<file path="src/rtl/irq_entry_pkg.sv">
// Package: shared constants and types of the interrupt entry sequencer.
// Assumes a 16-bit check-status word with machine-check bits in the upper
// byte and program-check bits in the lower byte.
package irq_entry_pkg;

    localparam int STAT_W = 16;
    localparam int VEC_W  = 4;

    // Writable field of the program-check causes and of the machine-check causes.
    localparam logic [STAT_W-1:0] PCHK_FIELD    = 16'h00FE;
    localparam logic [STAT_W-1:0] MCHK_FIELD    = 16'hBE00;
    // Cause bits for an illegal subject of an execute-form branch.
    localparam logic [STAT_W-1:0] ILLEGAL_CAUSE = 16'h0084;

    localparam logic [VEC_W-1:0] MCHK_VEC = 4'd7;
    localparam logic [VEC_W-1:0] PCHK_VEC = 4'd8;

    typedef enum logic [1:0] {
        BR_NONE    = 2'd0,
        BR_DELAY   = 2'd1,
        BR_SUBJECT = 2'd2,
        BR_WAIT    = 2'd3
    } br_state_e;

    typedef struct packed {
        logic              take;
        logic              exc;
        logic [VEC_W-1:0]  vec;
        logic [STAT_W-1:0] stat;
    } entry_t;

endpackage

</file>
<file path="src/rtl/irq_level_pick.sv">
// Module: picks the highest-priority (lowest-numbered) pending request level
// and reports whether it beats the current priority field.
// Assumes NUM_LEVELS fits in LVL_W bits.
module irq_level_pick #(
    parameter int NUM_LEVELS = 7,
    parameter int LVL_W      = 3
) (
    input  logic [NUM_LEVELS-1:0] req_i,
    input  logic [LVL_W-1:0]      prio_i,
    output logic                  pend_o,
    output logic [LVL_W-1:0]      level_o,
    output logic                  eligible_o
);

    logic [NUM_LEVELS:0]   seen;
    logic [NUM_LEVELS-1:0] first;

    assign seen[0] = 1'b0;

    // Ripple chain: a level is first when no lower-numbered level is pending.
    for (genvar g = 0; g < NUM_LEVELS; g++) begin : g_chain
        assign first[g]    = req_i[g] & ~seen[g];
        assign seen[g + 1] = seen[g] | req_i[g];
    end

    // Encode the one-hot winner into a level number.
    always_comb begin
        level_o = '0;
        for (int i = 0; i < NUM_LEVELS; i++) begin
            if (first[i]) level_o = level_o | LVL_W'(i);
        end
    end

    assign pend_o     = seen[NUM_LEVELS];
    assign eligible_o = pend_o && (level_o < prio_i);

endmodule

</file>
<file path="src/rtl/irq_defer_ctl.sv">
// Module: one-shot interrupt deferral flag.
// Each boundary consumes the flag and reloads it from this boundary's set
// conditions (load-status with defer bit, or delay state of an execute branch).
module irq_defer_ctl
    import irq_entry_pkg::*;
#(
    parameter int OPC_W     = 8,
    parameter int DEFER_BIT = 4
) (
    input  logic             clk,
    input  logic             rst_n,
    input  logic             step_i,
    input  logic             lps_i,
    input  logic [OPC_W-1:0] lps_opc_i,
    input  br_state_e        br_state_i,
    output logic             defer_q
);

    logic set_req;

    // Set condition seen at this boundary.
    assign set_req = (lps_i && lps_opc_i[DEFER_BIT]) || (br_state_i == BR_DELAY);

    // Flag register: reloaded at every boundary, cleared by reset.
    always_ff @(posedge clk) begin
        if (!rst_n)      defer_q <= 1'b0;
        else if (step_i) defer_q <= set_req;
    end

    AST_DEFER_ONESHOT: assert property (@(posedge clk) disable iff (!rst_n)
        (step_i && defer_q && !set_req) |=> !defer_q);
    AST_DEFER_DELAY: assert property (@(posedge clk) disable iff (!rst_n)
        (step_i && br_state_i == BR_DELAY) |=> defer_q);

endmodule

</file>
<file path="src/rtl/irq_entry_calc.sv">
// Module: combinational entry decision at a boundary.
// Order: machine check, then program check (explicit or illegal subject),
// then an external interrupt already qualified by the caller.
module irq_entry_calc
    import irq_entry_pkg::*;
#(
    parameter int ADDR_W = 32,
    parameter int LVL_W  = 3
) (
    input  logic              mchk_i,
    input  logic [STAT_W-1:0] mchk_cause_i,
    input  logic              pchk_i,
    input  logic [STAT_W-1:0] pchk_cause_i,
    input  logic              subj_xform_i,
    input  br_state_e         br_state_i,
    input  logic [STAT_W-1:0] chk_stat_i,
    input  logic              irq_ok_i,
    input  logic [LVL_W-1:0]  level_i,
    input  logic [ADDR_W-1:0] cur_addr_i,
    input  logic [ADDR_W-1:0] br_addr_i,
    output entry_t            ent_o,
    output logic [ADDR_W-1:0] old_addr_o
);

    logic              in_subject;
    logic              illegal;
    logic [STAT_W-1:0] pcause;

    // Illegal subject detection and merged program-check cause.
    always_comb begin
        in_subject = (br_state_i == BR_SUBJECT);
        illegal    = in_subject && subj_xform_i;
        pcause     = (pchk_i ? pchk_cause_i : '0) | (illegal ? ILLEGAL_CAUSE : '0);
    end

    // Prioritised choice of entry, new status and saved address.
    always_comb begin
        ent_o      = '0;
        ent_o.stat = chk_stat_i;
        old_addr_o = cur_addr_i;
        if (mchk_i) begin
            ent_o.take = 1'b1;
            ent_o.exc  = 1'b1;
            ent_o.vec  = MCHK_VEC;
            ent_o.stat = chk_stat_i | (mchk_cause_i & MCHK_FIELD);
        end else if (pchk_i || illegal) begin
            ent_o.take = 1'b1;
            ent_o.exc  = 1'b1;
            ent_o.vec  = PCHK_VEC;
            ent_o.stat = (chk_stat_i & ~PCHK_FIELD) | (pcause & PCHK_FIELD);
            old_addr_o = in_subject ? br_addr_i : cur_addr_i;
        end else if (irq_ok_i) begin
            ent_o.take = 1'b1;
            ent_o.vec  = VEC_W'(level_i);
        end
    end

endmodule

</file>
<file path="src/rtl/irq_entry_seq.sv">
// Module: interrupt and exception entry sequencer (top).
// Evaluates one entry per step_i boundary and registers the result, so all
// outputs are valid one cycle after the boundary. Assumes NUM_LEVELS <= 7 so
// that interrupt vectors never collide with the check vectors 7 and 8.
module irq_entry_seq
    import irq_entry_pkg::*;
#(
    parameter int NUM_LEVELS   = 7,
    parameter int ADDR_W       = 32,
    parameter int OPC_W        = 8,
    parameter int DEFER_BIT    = 4,
    parameter logic [ADDR_W-1:0] PAIR_BASE = 32'h0000_0100,
    parameter int STRIDE_LOG2  = 4,
    localparam int LVL_W       = $clog2(NUM_LEVELS)
) (
    input  logic                  clk,
    input  logic                  rst_n,
    input  logic                  step_i,
    input  logic [NUM_LEVELS-1:0] irq_req_i,
    input  logic                  irq_mask_i,
    input  logic [LVL_W-1:0]      cur_prio_i,
    input  logic [15:0]           chk_stat_i,
    input  logic                  mchk_i,
    input  logic [15:0]           mchk_cause_i,
    input  logic                  pchk_i,
    input  logic [15:0]           pchk_cause_i,
    input  logic [1:0]            br_state_i,
    input  logic [ADDR_W-1:0]     cur_addr_i,
    input  logic [ADDR_W-1:0]     br_addr_i,
    input  logic                  lps_i,
    input  logic [OPC_W-1:0]      lps_opc_i,
    input  logic                  subj_xform_i,
    output logic                  take_o,
    output logic [3:0]            vector_o,
    output logic [ADDR_W-1:0]     pair_addr_o,
    output logic [ADDR_W-1:0]     old_addr_o,
    output logic [15:0]           chk_stat_o,
    output logic                  exc_o,
    output logic                  defer_o
);

    br_state_e         br_state;
    logic              pend;
    logic [LVL_W-1:0]  level;
    logic              eligible;
    logic              defer_q;
    logic              irq_ok;
    entry_t            ent;
    logic [ADDR_W-1:0] old_addr_n;
    logic [ADDR_W-1:0] pair_addr_n;

    assign br_state = br_state_e'(br_state_i);

    irq_level_pick #(
        .NUM_LEVELS (NUM_LEVELS),
        .LVL_W      (LVL_W)
    ) u_pick (
        .req_i      (irq_req_i),
        .prio_i     (cur_prio_i),
        .pend_o     (pend),
        .level_o    (level),
        .eligible_o (eligible)
    );

    irq_defer_ctl #(
        .OPC_W     (OPC_W),
        .DEFER_BIT (DEFER_BIT)
    ) u_defer (
        .clk        (clk),
        .rst_n      (rst_n),
        .step_i     (step_i),
        .lps_i      (lps_i),
        .lps_opc_i  (lps_opc_i),
        .br_state_i (br_state),
        .defer_q    (defer_q)
    );

    // External interrupt gate: unmasked, no check pending, not deferred.
    assign irq_ok = pend && eligible && !irq_mask_i && (chk_stat_i == '0) && !defer_q;

    irq_entry_calc #(
        .ADDR_W (ADDR_W),
        .LVL_W  (LVL_W)
    ) u_calc (
        .mchk_i       (mchk_i),
        .mchk_cause_i (mchk_cause_i),
        .pchk_i       (pchk_i),
        .pchk_cause_i (pchk_cause_i),
        .subj_xform_i (subj_xform_i),
        .br_state_i   (br_state),
        .chk_stat_i   (chk_stat_i),
        .irq_ok_i     (irq_ok),
        .level_i      (level),
        .cur_addr_i   (cur_addr_i),
        .br_addr_i    (br_addr_i),
        .ent_o        (ent),
        .old_addr_o   (old_addr_n)
    );

    // Status-pair address for the chosen vector.
    assign pair_addr_n = PAIR_BASE + (ADDR_W'(ent.vec) << STRIDE_LOG2);

    // Output register: strobes pulse for one cycle, payload held on take.
    always_ff @(posedge clk) begin
        if (!rst_n) begin
            take_o      <= 1'b0;
            exc_o       <= 1'b0;
            vector_o    <= '0;
            pair_addr_o <= '0;
            old_addr_o  <= '0;
            chk_stat_o  <= '0;
        end else begin
            take_o <= step_i && ent.take;
            exc_o  <= step_i && ent.exc;
            if (step_i && ent.take) begin
                vector_o    <= ent.vec;
                pair_addr_o <= pair_addr_n;
                old_addr_o  <= old_addr_n;
                chk_stat_o  <= ent.stat;
            end
        end
    end

    assign defer_o = defer_q;

    AST_TAKE_AFTER_STEP: assert property (@(posedge clk) disable iff (!rst_n)
        take_o |-> $past(step_i));
    AST_IRQ_GATED: assert property (@(posedge clk) disable iff (!rst_n)
        (take_o && !exc_o) |-> $past(!irq_mask_i && chk_stat_i == '0 && irq_req_i != '0));
    AST_IRQ_PRIO: assert property (@(posedge clk) disable iff (!rst_n)
        (take_o && !exc_o) |-> (int'(vector_o) < int'($past(cur_prio_i))));
    AST_IRQ_DEFERRED: assert property (@(posedge clk) disable iff (!rst_n)
        (take_o && !exc_o) |-> !$past(defer_q));
    AST_MCHK_FIRST: assert property (@(posedge clk) disable iff (!rst_n)
        (take_o && $past(mchk_i)) |-> (vector_o == MCHK_VEC));
    AST_PAIR_ADDR: assert property (@(posedge clk) disable iff (!rst_n)
        take_o |-> (pair_addr_o[STRIDE_LOG2-1:0] == '0 && (pair_addr_o - PAIR_BASE) >> STRIDE_LOG2 == ADDR_W'(vector_o)));
    AST_PCHK_KEEP: assert property (@(posedge clk) disable iff (!rst_n)
        (take_o && vector_o == PCHK_VEC) |-> (((chk_stat_o ^ $past(chk_stat_i)) & ~PCHK_FIELD) == '0));
    AST_OLD_BRANCH: assert property (@(posedge clk) disable iff (!rst_n)
        (take_o && vector_o == PCHK_VEC && $past(br_state_i) == 2'd2) |-> (old_addr_o == $past(br_addr_i)));
    AST_ILLEGAL_SUBJ: assert property (@(posedge clk) disable iff (!rst_n)
        (step_i && br_state == BR_SUBJECT && subj_xform_i && !mchk_i) |=> (take_o && vector_o == PCHK_VEC));
    AST_EXC_ONLY_CHECKS: assert property (@(posedge clk) disable iff (!rst_n)
        exc_o |-> (take_o && (vector_o == MCHK_VEC || vector_o == PCHK_VEC)));

endmodule

</file>
<file path="config.mk">
export PLATFORM = sky130hd
export DESIGN_NAME = irq_entry_seq
export DESIGN_NICKNAME = d
export VERILOG_FILES = /design/src/rtl/irq_entry_pkg.sv /design/src/rtl/irq_level_pick.sv /design/src/rtl/irq_defer_ctl.sv /design/src/rtl/irq_entry_calc.sv /design/src/rtl/irq_entry_seq.sv
export SDC_FILE = /design/constraint.sdc
export NUM_CORES = 1
export LEC_CHECK = 0
export CAP_MARGIN = 25
export CELL_PAD_IN_SITES_DETAIL_PLACEMENT = 0
export CELL_PAD_IN_SITES_GLOBAL_PLACEMENT = 1
export CORE_UTILIZATION = 26
export CTS_CLUSTER_DIAMETER = 60
export DETAILED_ROUTE_END_ITERATION = 8
export PLACE_DENSITY_LB_ADDON = 0.1
export SLEW_MARGIN = 10
export SYNTH_ARGS = -nofsm -noshare
export SYNTH_HDL_FRONTEND = slang
export SYNTH_SLANG_ARGS = --single-unit
export TNS_END_PERCENT = 5
</file>
<file path="constraint.sdc">
create_clock -name clk -period 4.82 [get_ports clk]
set_input_delay 0.723 -clock clk [delete_from_list [all_inputs] [get_ports clk]]
set_output_delay 0.723 -clock clk [all_outputs]
set_load 0.02 [all_outputs]
</file>
==> results of run 1 <==
[layer usage]
metal / up-vias / GRT usage, %
li1: 1475 / -
met1: 1295 / 17.32
met2: 111 / 24.23
met3: 4 / 3.879
met4: 0 / 2.895
met5: - / 0
[power by group]
part	internal, W	leakage, nW	switching (W)
sequential	0.000496	0.462	0.0000169
combinational	0.000197	1.58	0.000167
clock	0.000206	0.0766	0.000173
total	0.000898	2.12	0.000357
[state kept, by name, summed over array words and instances, names as in the netlist]
signal,count
old_addr_o,32
vector_o,3
pair_addr_o,2
u_defer.defer_q,1
take_o,1
chk_stat_o,16
exc_o,1
[cells in the final DEF (no fill, tap or decap), types with 4 or more instances in the layout]
| master | synthesis | final |
|---|---|---|
| mux2i_1 | 48 | 48 |
| dfxtp_1 | 56 | 56 |
| nand2b_1 | 4 | 4 |
| nor2_1 | 10 | 10 |
| a22o_1 | 5 | 5 |
| conb_1 | 1 | 27 |
| nor3_1 | 6 | 6 |
| clkdlybuf4s50_1 | 0 | 172 |
| a21o_1 | 6 | 6 |
| inv_1 | 6 | 6 |
| nand2_1 | 96 | 96 |
| mux2_2 | 32 | 32 |
| clkbuf_16 | 0 | 5 |
[synth_stat cells, types with 2 or more instances]
cell,instances
a211oi_1,2
a21o_1,6
a21oi_1,3
a22o_1,5
buf_12,4
buf_2,4
buf_4,31
clkbuf_1,12
dfxtp_1,56
ha_1,2
inv_1,6
mux2_2,32
mux2i_1,48
nand2_1,96
nand2b_1,4
nor2_1,10
nor3_1,6
nor4_1,3
o211a_1,2
or4_4,2
[cell families (layout without fill, tap and decap cells)]
family | count (synthesis) | after routing | share of synthesized area [%]
AND/OR/NAND/NOR | 127 | 127 | 17.12
multiplexers | 80 | 80 | 26.03
buffers and inverters | 59 | 190 | 12.86
flip-flops | 56 | 56 | 34.70
AO/OA/AOI/OAI | 32 | 32 | 8.405
adder cells (fa/ha/maj) | 2 | 2 | 0.7745
other | 1 | 27 | 0.1161
[worst max-delay path, delay by kind of cell]
| kind | cells | cell delay [ns] |
|---|---|---|
| AO/OA/AOI/OAI | 2 | 0.61 |
| adder cells (fa/ha/maj) | 1 | 0.21 |
| buffers and inverters | 2 | 0.96 |
| multiplexers | 1 | 0.26 |
| AND/OR/NAND/NOR | 4 | 1.06 |
[through the flow]
stage                     setup WS (ns)  power (W)  cell area (sq um)  hold WS [ns]  instances
after detailed placement         0.8330  0.0008893               4916        0.4502        673
after floorplan                   1.882  0.0007247               3328        0.5332        383
after global placement           0.9073  0.0008868               4916        0.4432        673
after global routing             0.9554   0.001321               5085        0.4712        682
final                             1.194   0.001255               5085        0.4572        682
after CTS                         1.146   0.001272               5065        0.4606        681
[final timing paths]
check,startpoint,endpoint
max,irq_req_i[1],old_addr_o[9]
min,old_addr_o[13],old_addr_o[13]
max reg2reg,u_defer.defer_q,chk_stat_o[14]
min reg2reg,old_addr_o[13],old_addr_o[13]
[area by class of cell]
cell class | instances | area [sq um]
sequential | 56 | 1121
clock buffer | 6 | 138.9
inverter | 6 | 22.52
timing repair buffer | 176 | 1764
fill | 1208 | 6977
multi-input combinational | 268 | 1818
clock inverter | 2 | 10.01
tap | 168 | 210.2
==> reports/results.ini, run 1 <==
[clocking]
path_clk_slew_ns = 0.07
clk_latency_ns = 0.29
cts_resized = 0
cts_buffer_depth = 2
cts_root_buffer = clkbuf_16
cts_inserted_buffers = 5
cts.sinks = 56
htree_levels = 2
cts_tree = done
post_cts_buffers = 0
cts_hold_buf = 0

[sta]
tns_ns = 0
finalSetupViolations = 0
clock_skew_ns = 0.005057
tightest_slew_ns = 0.9421
max-slew-margin-rel_pct = 37.19
fin_crit_sh_pct = 75.24
rsz0062_at_grt = no
slew_viol_final = 0
hold_viol = 0
fmax_mhz = 275.7
min_period_ns = 3.626

[yosys]
yosys_register_bits = 56
synth-seq-area-share_pct = 34.70
synth_edf_count = 0
synth_top_area_share_pct = 34.70
yosysWarnings = 0
async_flop_share_pct = 0
synth.avg_cell_area_sq_um = 9.049
ys_types = 43
ys_top_cells_by_area = dfxtp_1, mux2i_1, mux2_2, nand2_1, buf_4
ys.flop_type = dfxtp_1
yosys.area.top_type = dfxtp_1
netlist_instances = 357
syn_area_sq_mm = 0.003231

[route]
wl_met1_um = 4067
vias = 2885
post_drt_wl_per_cell_um = 13.29
drt_wl_total_um = 9065
routed.top_layer = met4
viasPerCell = 4.230
wl_met2_um = 4268
met3WireLength_um = 680
firstDrtPassIters = 4
drt_first_iter_violations = 70
drc = 0
drtAntennaViolNets = 0

[cells_and_area]
post-route-util_pct = 42.16
synthToLayoutAreaGrowth_pct = 57.40
drive_gt1_share_pct = 9.728
antenna_cells = 0
nets = 655

[grt]
grt_pass1_vias = 2841
grt_pass1_wl_um = 14330
grt_usage_pct = 14.00
grt_max_degree = 100
overflow = 0
antenna_found_initial = 0

[power_and_ir_drop]
vdd_drop_max_uv = 116.3
powerDensity_mw_per_mm2 = 246.8
p_leak_nw = 2.115

[worst_setup_path]
cp_max_fo = 31
worstSetupPathType = in -> reg
critical-path-slowest-cell = or4_4
reg2reg_slack_ns = 2.60
crit_chain = clkdlybuf4s50_1 -> or4_4 -> nor2_1 -> ha_1 -> nand2_1 -> a2111oi_0 -> nor2_1 -> a31oi_4 -> buf_4 -> mux2i_1
endpoint_kind = flip-flop
start_kind = primary input
arrival_ns = 3.84
reg2reg_depth = 4
worstPathRequired_ns = 5.03
slowest_delay_ns = 0.58
crit_top_cell = nor2_1

[floorplan]
die-area_sq_mm = 0.01288
initial_core_util_pct = 26.78
num_rows = 40
num_io_pins = 227
die_w_um = 113.5
fp.dieH_um = 113.5
coreArea_sq_mm = 0.01206

[placed_design]
port_buffers = 173
dp_hpwl_um = 6689
gp_congestion = 0.7200

[job]
maxCapViolations = 0

[outcome]
status = complete, no violations

[min_path]
worstHoldPathType = reg -> reg
hold_depth = 2

(Power assumes the default switching activity.)
==> run 2, diff against run 1 <==
--- a/config.mk
+++ b/config.mk
@@ -8,7 +8,7 @@
 export CAP_MARGIN = 25
 export CELL_PAD_IN_SITES_DETAIL_PLACEMENT = 0
 export CELL_PAD_IN_SITES_GLOBAL_PLACEMENT = 1
-export CORE_UTILIZATION = 26
+export CORE_UTILIZATION = 22
 export CTS_CLUSTER_DIAMETER = 60
 export DETAILED_ROUTE_END_ITERATION = 8
 export PLACE_DENSITY_LB_ADDON = 0.1
==> constraint.sdc (replaced) <==
create_clock -name clk -period 3.3 [get_ports clk]
set_input_delay 0.495 -clock clk [delete_from_list [all_inputs] [get_ports clk]]
set_output_delay 0.495 -clock clk [all_outputs]
set_load 0.02 [all_outputs]
==> reports/results.ini, run 2 (synthesis results as in run 1) <==
[placed_design]
port_buffers = 173  ; unchanged
post-place-ws_ns = -0.0007958  ; -0.8338 ns
dp.cells = 697  ; +3.6%
dp_hpwl_um = 7463  ; +12%
gp_congestion = 0.7003  ; -2.7%

[sta]
fmax_mhz = 336.2
slew_viol_final = 0  ; unchanged
min_period_ns = 2.974
max-slew-margin-rel_pct = 55.89  ; +19 points
clock_skew_ns = 0.004713  ; -0.0003440 ns
setup_slack_ns = 0.3258  ; -0.8677 ns
tns_ns = 0  ; unchanged
finalSetupViolations = 0  ; unchanged
hold_viol = 0  ; unchanged
fin_crit_sh_pct = 90.13
rsz0062_at_grt = no
tightest_slew_ns = 0.6604  ; -0.2818 ns

[power_and_ir_drop]
power.share.switching_pct = 28.05  ; -0.38 points
pwr-share-clk_pct = 30.4  ; +0.2 points
p_sw_w = 0.0005237  ; +47%
powerDensity_mw_per_mm2 = 358.3  ; +45%
p_leak_nw = 2.176  ; +2.9%
finalPower_w = 0.001867  ; +49%
p_seq_share_pct = 40.1  ; -0.8 points
vdd_drop_max_uv = 185.0  ; +59%
comb_power_share_pct = 29.4  ; +0.4 points
p_int_w = 0.001343  ; +50%

[route]
viasPerCell = 4.236  ; +0.13%
vias = 2982  ; +3.4%
wl_met1_um = 4136  ; +1.7%
post_drt_wl_per_cell_um = 13.88  ; +4.4%
wl_met2_um = 4581  ; +7.3%
drc = 0  ; unchanged
drt_first_iter_violations = 100  ; +43%
met3WireLength_um = 880  ; +29%
routed.top_layer = met4
drt_wl_total_um = 9771  ; +7.8%
firstDrtPassIters = 4  ; unchanged
drtAntennaViolNets = 0  ; unchanged

[clocking]
cts_tree = done
path_clk_slew_ns = 0.07  ; about the same
cts_inserted_buffers = 5  ; unchanged
cts_buffer_depth = 2  ; unchanged
cts.sinks = 56  ; unchanged
htree_levels = 2  ; unchanged
cts_resized = 0  ; unchanged
cts_root_buffer = clkbuf_16
clk_latency_ns = 0.29  ; about the same
cts_hold_buf = 0  ; unchanged
post_cts_buffers = 0  ; unchanged

[cells_and_area]
final_cell_mix = clkdlybuf4s50_1, nand2_1, dfxtp_1
antenna_cells = 0  ; unchanged
fin_cells = 704  ; +3.2%
synthToLayoutAreaGrowth_pct = 61.31
top_regs = old_addr_o: 32 flops, chk_stat_o: 16 flops, vector_o: 3 flops
fillers = 1469  ; +22%
largest-register = old_addr_o
layout_commonest_cell = clkdlybuf4s50_1
nets = 666  ; +1.7%
drive_gt1_share_pct = 11.45  ; +1.7 points
largest_register_ffs = 32  ; unchanged

[grt]
grt_usage_pct = 12.56  ; -1.4 points
grt_pass1_wl_um = 14550  ; +1.5%
grt_pass1_vias = 2920  ; +2.8%
overflow = 0  ; unchanged
antenna_found_initial = 0  ; unchanged
grt_max_degree = 57  ; -43%

[floorplan]
num_rows = 43  ; +7.5%
die-area_sq_mm = 0.01517  ; +18%
fp.dieH_um = 123.2  ; +8.6%
num_io_pins = 227  ; unchanged
coreArea_sq_mm = 0.01410  ; +17%
die_w_um = 123.2  ; +8.6%
initial_core_util_pct = 22.92  ; -3.9 points

[worst_setup_path]
crit_chain = clkdlybuf4s50_1 -> or4_4 -> nor2_1 -> ha_1 -> nand2_1 -> a2111oi_0 -> nor2_1 -> a31oi_4 -> buf_12 -> mux2i_1
start_kind = primary input
arrival_ns = 3.20  ; -0.64 ns
worstPathRequired_ns = 3.52  ; -1.51 ns
endpoint_kind = flip-flop
cp_max_fo = 24  ; -23%
critical_path.top_delay_family = simple AND/OR/NAND/NOR gates
worstSetupPathType = in -> reg
path_buf_inv = 2  ; unchanged
crit_top_cell = nor2_1
slowest_delay_ns = 0.51  ; -0.07 ns
critical-path-slowest-cell = or4_4

[job]
maxCapViolations = 0  ; unchanged

[min_path]
worstHoldPathType = reg -> reg

[outcome]
status = complete, no violations

## run 2: stage by stage
| step | utilization, % | hold WS (ns) | area (sq um) |
|---|---|---|---|
| global placement | 35.89 | 0.4430 | 5059 |
| CTS | 36.97 | 0.4614 | 5211 |
| detailed placement | 35.89 | 0.4515 | 5059 |
| floorplan | - | 0.5332 | 3328 |
| finish | 36.97 | 0.4577 | 5211 |
| global route | 36.97 | 0.4695 | 5211 |
## run 2: layout make-up
type / count / area (sq um) / area share [%]
repair buffers: 187 / 1872 / 35.92
multi-input cells: 268 / 1818 / 34.89
flip-flops and latches: 56 / 1121 / 21.51
well taps: 180 / 225.2 / 4.322
clock buffers: 7 / 152.6 / 2.929
inverters: 6 / 22.52 / 0.4322
## run 2: worst reg2reg max path, delay by kind of cell, from the launching register on
kind	cells	cell delay (ns)
compound gates	2	0.57
flops	1	0.33
mux	1	0.17
simple gates	1	0.56
buf+inv	1	0.21
## run 2: layer usage
layer  vias to the layer above  track usage (%)
li1                       1499                -
met1                      1356            14.63
met2                       118            21.26
met3                         9            4.613
met4                         0            3.991
met5                         -                0
## run 2: final timing paths
path | slack (ns) | depth (start not counted) | start | endpoint
max | 0.33 | 10 | irq_req_i[2] | chk_stat_o[13]
min | 0.46 | 2 | old_addr_o[15] | old_addr_o[15]
max reg2reg | 1.36 | 5 | u_defer.defer_q | chk_stat_o[13]
min reg2reg | 0.46 | 2 | old_addr_o[15] | old_addr_o[15]
## run 2: power by group through the flow
stage | sequential, W | clock [W] | combinational (W)
floorplan | 0.000823 | 0 | 0.000236
finish | 0.000749 | 0.000568 | 0.000549
global placement | 0.000763 | 0 | 0.000553
CTS | 0.000750 | 0.000590 | 0.000559
global route | 0.000756 | 0.000619 | 0.000592
detailed placement | 0.000765 | 0 | 0.000556
==> run 3, diff against run 2 <==
--- a/config.mk
+++ b/config.mk
@@ -11,6 +11,7 @@
 export CORE_UTILIZATION = 22
 export CTS_CLUSTER_DIAMETER = 60
 export DETAILED_ROUTE_END_ITERATION = 8
+export MAX_ROUTING_LAYER = met4
 export PLACE_DENSITY_LB_ADDON = 0.1
 export SLEW_MARGIN = 10
 export SYNTH_ARGS = -nofsm -noshare
==> reports/results.ini, run 3 (synthesis results as in run 1) <==
[sta]
finalSetupViolations = 0  ; unchanged
whs_ns = 0.4577  ; +0.00001900 ns
tightest_slew_ns = 0.6603  ; -0.00002241 ns
hold_viol = 0  ; unchanged
fin_crit_sh_pct = 90.03  ; -0.098 points
clock_skew_ns = 0.004754  ; +0.00004036 ns
fmax_mhz = 336.6  ; +0.11%
rsz0062_at_grt = no
max-slew-margin-rel_pct = 55.89  ; about the same
min_period_ns = 2.971  ; -0.003223 ns
slew_viol_final = 0  ; unchanged

[worst_setup_path]
worstSetupPathType = in -> reg
critical_path.top_delay_family = simple AND/OR/NAND/NOR gates
reg2reg_slack_ns = 1.36  ; about the same
critical-path-slowest-cell = or4_4
reg2reg_depth = 5  ; unchanged
worstPathRequired_ns = 3.52  ; about the same
path_buf_inv = 2  ; unchanged
start_kind = primary input
arrival_ns = 3.19  ; about the same
crit_chain = clkdlybuf4s50_1 -> or4_4 -> nor2_1 -> ha_1 -> nand2_1 -> a2111oi_0 -> nor2_1 -> a31oi_4 -> buf_12 -> mux2i_1
slowest_delay_ns = 0.51  ; about the same
cp-startpoint = irq_req_i[2]
endpoint_kind = flip-flop
cp.depth = 10  ; unchanged
crit_top_cell = nor2_1
r2r_start = u_defer.defer_q
cp_max_fo = 24  ; unchanged
crit_path_end = chk_stat_o[13]
r2r_end = chk_stat_o[13]

[route]
drt_wl_total_um = 9779  ; about the same
vias = 2988  ; +0.20%
drt_first_iter_violations = 97  ; -3.0%
post_drt_wl_per_cell_um = 13.89  ; about the same
firstDrtPassIters = 4  ; unchanged
viasPerCell = 4.244  ; +0.20%
drtAntennaViolNets = 0  ; unchanged
drc = 0  ; unchanged

[floorplan]
coreArea_sq_mm = 0.01410  ; unchanged
initial_core_util_pct = 22.92  ; unchanged
fp.dieH_um = 123.2  ; unchanged
num_io_pins = 227  ; unchanged
die_w_um = 123.2  ; unchanged
die-area_sq_mm = 0.01517  ; unchanged
num_rows = 43  ; unchanged

[placed_design]
gp_congestion = 0.7080  ; +1.1%
dp.cells = 697  ; unchanged
dp_hpwl_um = 7463  ; unchanged
port_buffers = 173  ; unchanged

[grt]
antenna_found_initial = 0  ; unchanged
overflow = 0  ; unchanged
grt_usage_pct = 12.94  ; +0.38 points
grt_pass1_wl_um = 14520  ; -0.14%
grt_max_degree = 57  ; unchanged
grt_pass1_vias = 2924  ; +0.14%

[clocking]
cts.sinks = 56  ; unchanged
cts_resized = 0  ; unchanged
post_cts_buffers = 0  ; unchanged
cts_hold_buf = 0  ; unchanged
path_clk_slew_ns = 0.07  ; about the same
cts_buffer_depth = 2  ; unchanged
clk_latency_ns = 0.29  ; about the same
htree_levels = 2  ; unchanged
cts_root_buffer = clkbuf_16
cts_inserted_buffers = 5  ; unchanged
cts_tree = done

[power_and_ir_drop]
comb_power_share_pct = 29.5  ; about the same
power.share.switching_pct = 27.99  ; -0.055 points
p_leak_nw = 2.176  ; unchanged
p_sw_w = 0.0005222  ; -0.28%
powerDensity_mw_per_mm2 = 358.0  ; about the same
p_int_w = 0.001343  ; about the same
p_seq_share_pct = 40.2  ; about the same
vdd_drop_max_uv = 185.6  ; +0.34%
pwr-share-clk_pct = 30.4  ; about the same

[min_path]
hold_depth = 2  ; unchanged
worstHoldPathType = reg -> reg

[cells_and_area]
fin_cells = 704  ; unchanged
antenna_cells = 0  ; unchanged
nets = 666  ; unchanged
drive_gt1_share_pct = 11.45  ; unchanged
largest-register = old_addr_o
top_regs = old_addr_o: 32 flops, chk_stat_o: 16 flops, vector_o: 3 flops
final_cell_mix = clkdlybuf4s50_1, nand2_1, dfxtp_1
synthToLayoutAreaGrowth_pct = 61.31  ; unchanged
layout_commonest_cell = clkdlybuf4s50_1
largest_register_ffs = 32  ; unchanged
fillers = 1469  ; unchanged

[outcome]
status = complete, no violations

[job]
maxCapViolations = 0  ; unchanged

run 3: metal layers:
| metal | up-vias | GRT usage [%] | wire [um] |
|---|---|---|---|
| met2 | 120 | 21.23 | 4606 |
| met4 | 0 | 3.991 | 172 |
| met3 | 9 | 4.105 | 801 |
| met1 | 1358 | 14.99 | 4198 |
| li1 | 1501 | - | - |
| met5 | - | - | 0 |
run 3: how the worst min path moves through the flow:
stage | startpoint | to | slack [ns]
after CTS | old_addr_o[15] | old_addr_o[15] | 0.46
after global routing | old_addr_o[16] | old_addr_o[16] | 0.47
final | old_addr_o[15] | old_addr_o[15] | 0.46
after floorplan | chk_stat_o[0] | chk_stat_o[0] | 0.53
after global placement | old_addr_o[16] | old_addr_o[16] | 0.44
after detailed placement | old_addr_o[16] | old_addr_o[16] | 0.45
run 3: worst min-delay path, delay by kind of cell (launching register included):
kind,cells,cell delay (ns)
flip-flops,1,0.31
multiplexers,1,0.05
AND/OR/NAND/NOR,1,0.05
run 3: power groups by stage:
stage          clock network (W)  logic (W)  registers, W
2_1_floorplan                  0   0.000236      0.000823
3_3_place_gp                   0   0.000553      0.000763
3_5_place_dp                   0   0.000556      0.000765
4_1_cts                 0.000590   0.000559      0.000750
5_1_grt                 0.000620   0.000592      0.000756
6_report                0.000566   0.000550      0.000749
run 3: final cells by class:
type                            count  area (sq um)  area share [%]
Sequential cell                    56          1121           21.51
Multi-Input combinational cell    268          1818           34.89
Inverter                            6         22.52          0.4322
Clock buffer                        7         152.6           2.929
Tap cell                          180         225.2           4.322
Timing Repair Buffer              187          1872           35.92
run 3: metrics by stage:
| stage | power [W] | instance area (sq um) | TNS, ns | utilization, % | worst slack (ns) |
|---|---|---|---|---|---|
| finish | 0.001865 | 5211 | 0 | 36.97 | 0.3290 |
| global route | 0.001967 | 5211 | 0 | 36.97 | 0.07025 |
| CTS | 0.001899 | 5211 | 0 | 36.97 | 0.2729 |
| detailed placement | 0.001321 | 5059 | -0.001302 | 35.89 | -0.0007958 |
| global placement | 0.001316 | 5059 | 0 | 35.89 | 0.04819 |
| floorplan | 0.001059 | 3328 | 0 | - | 0.5900 |
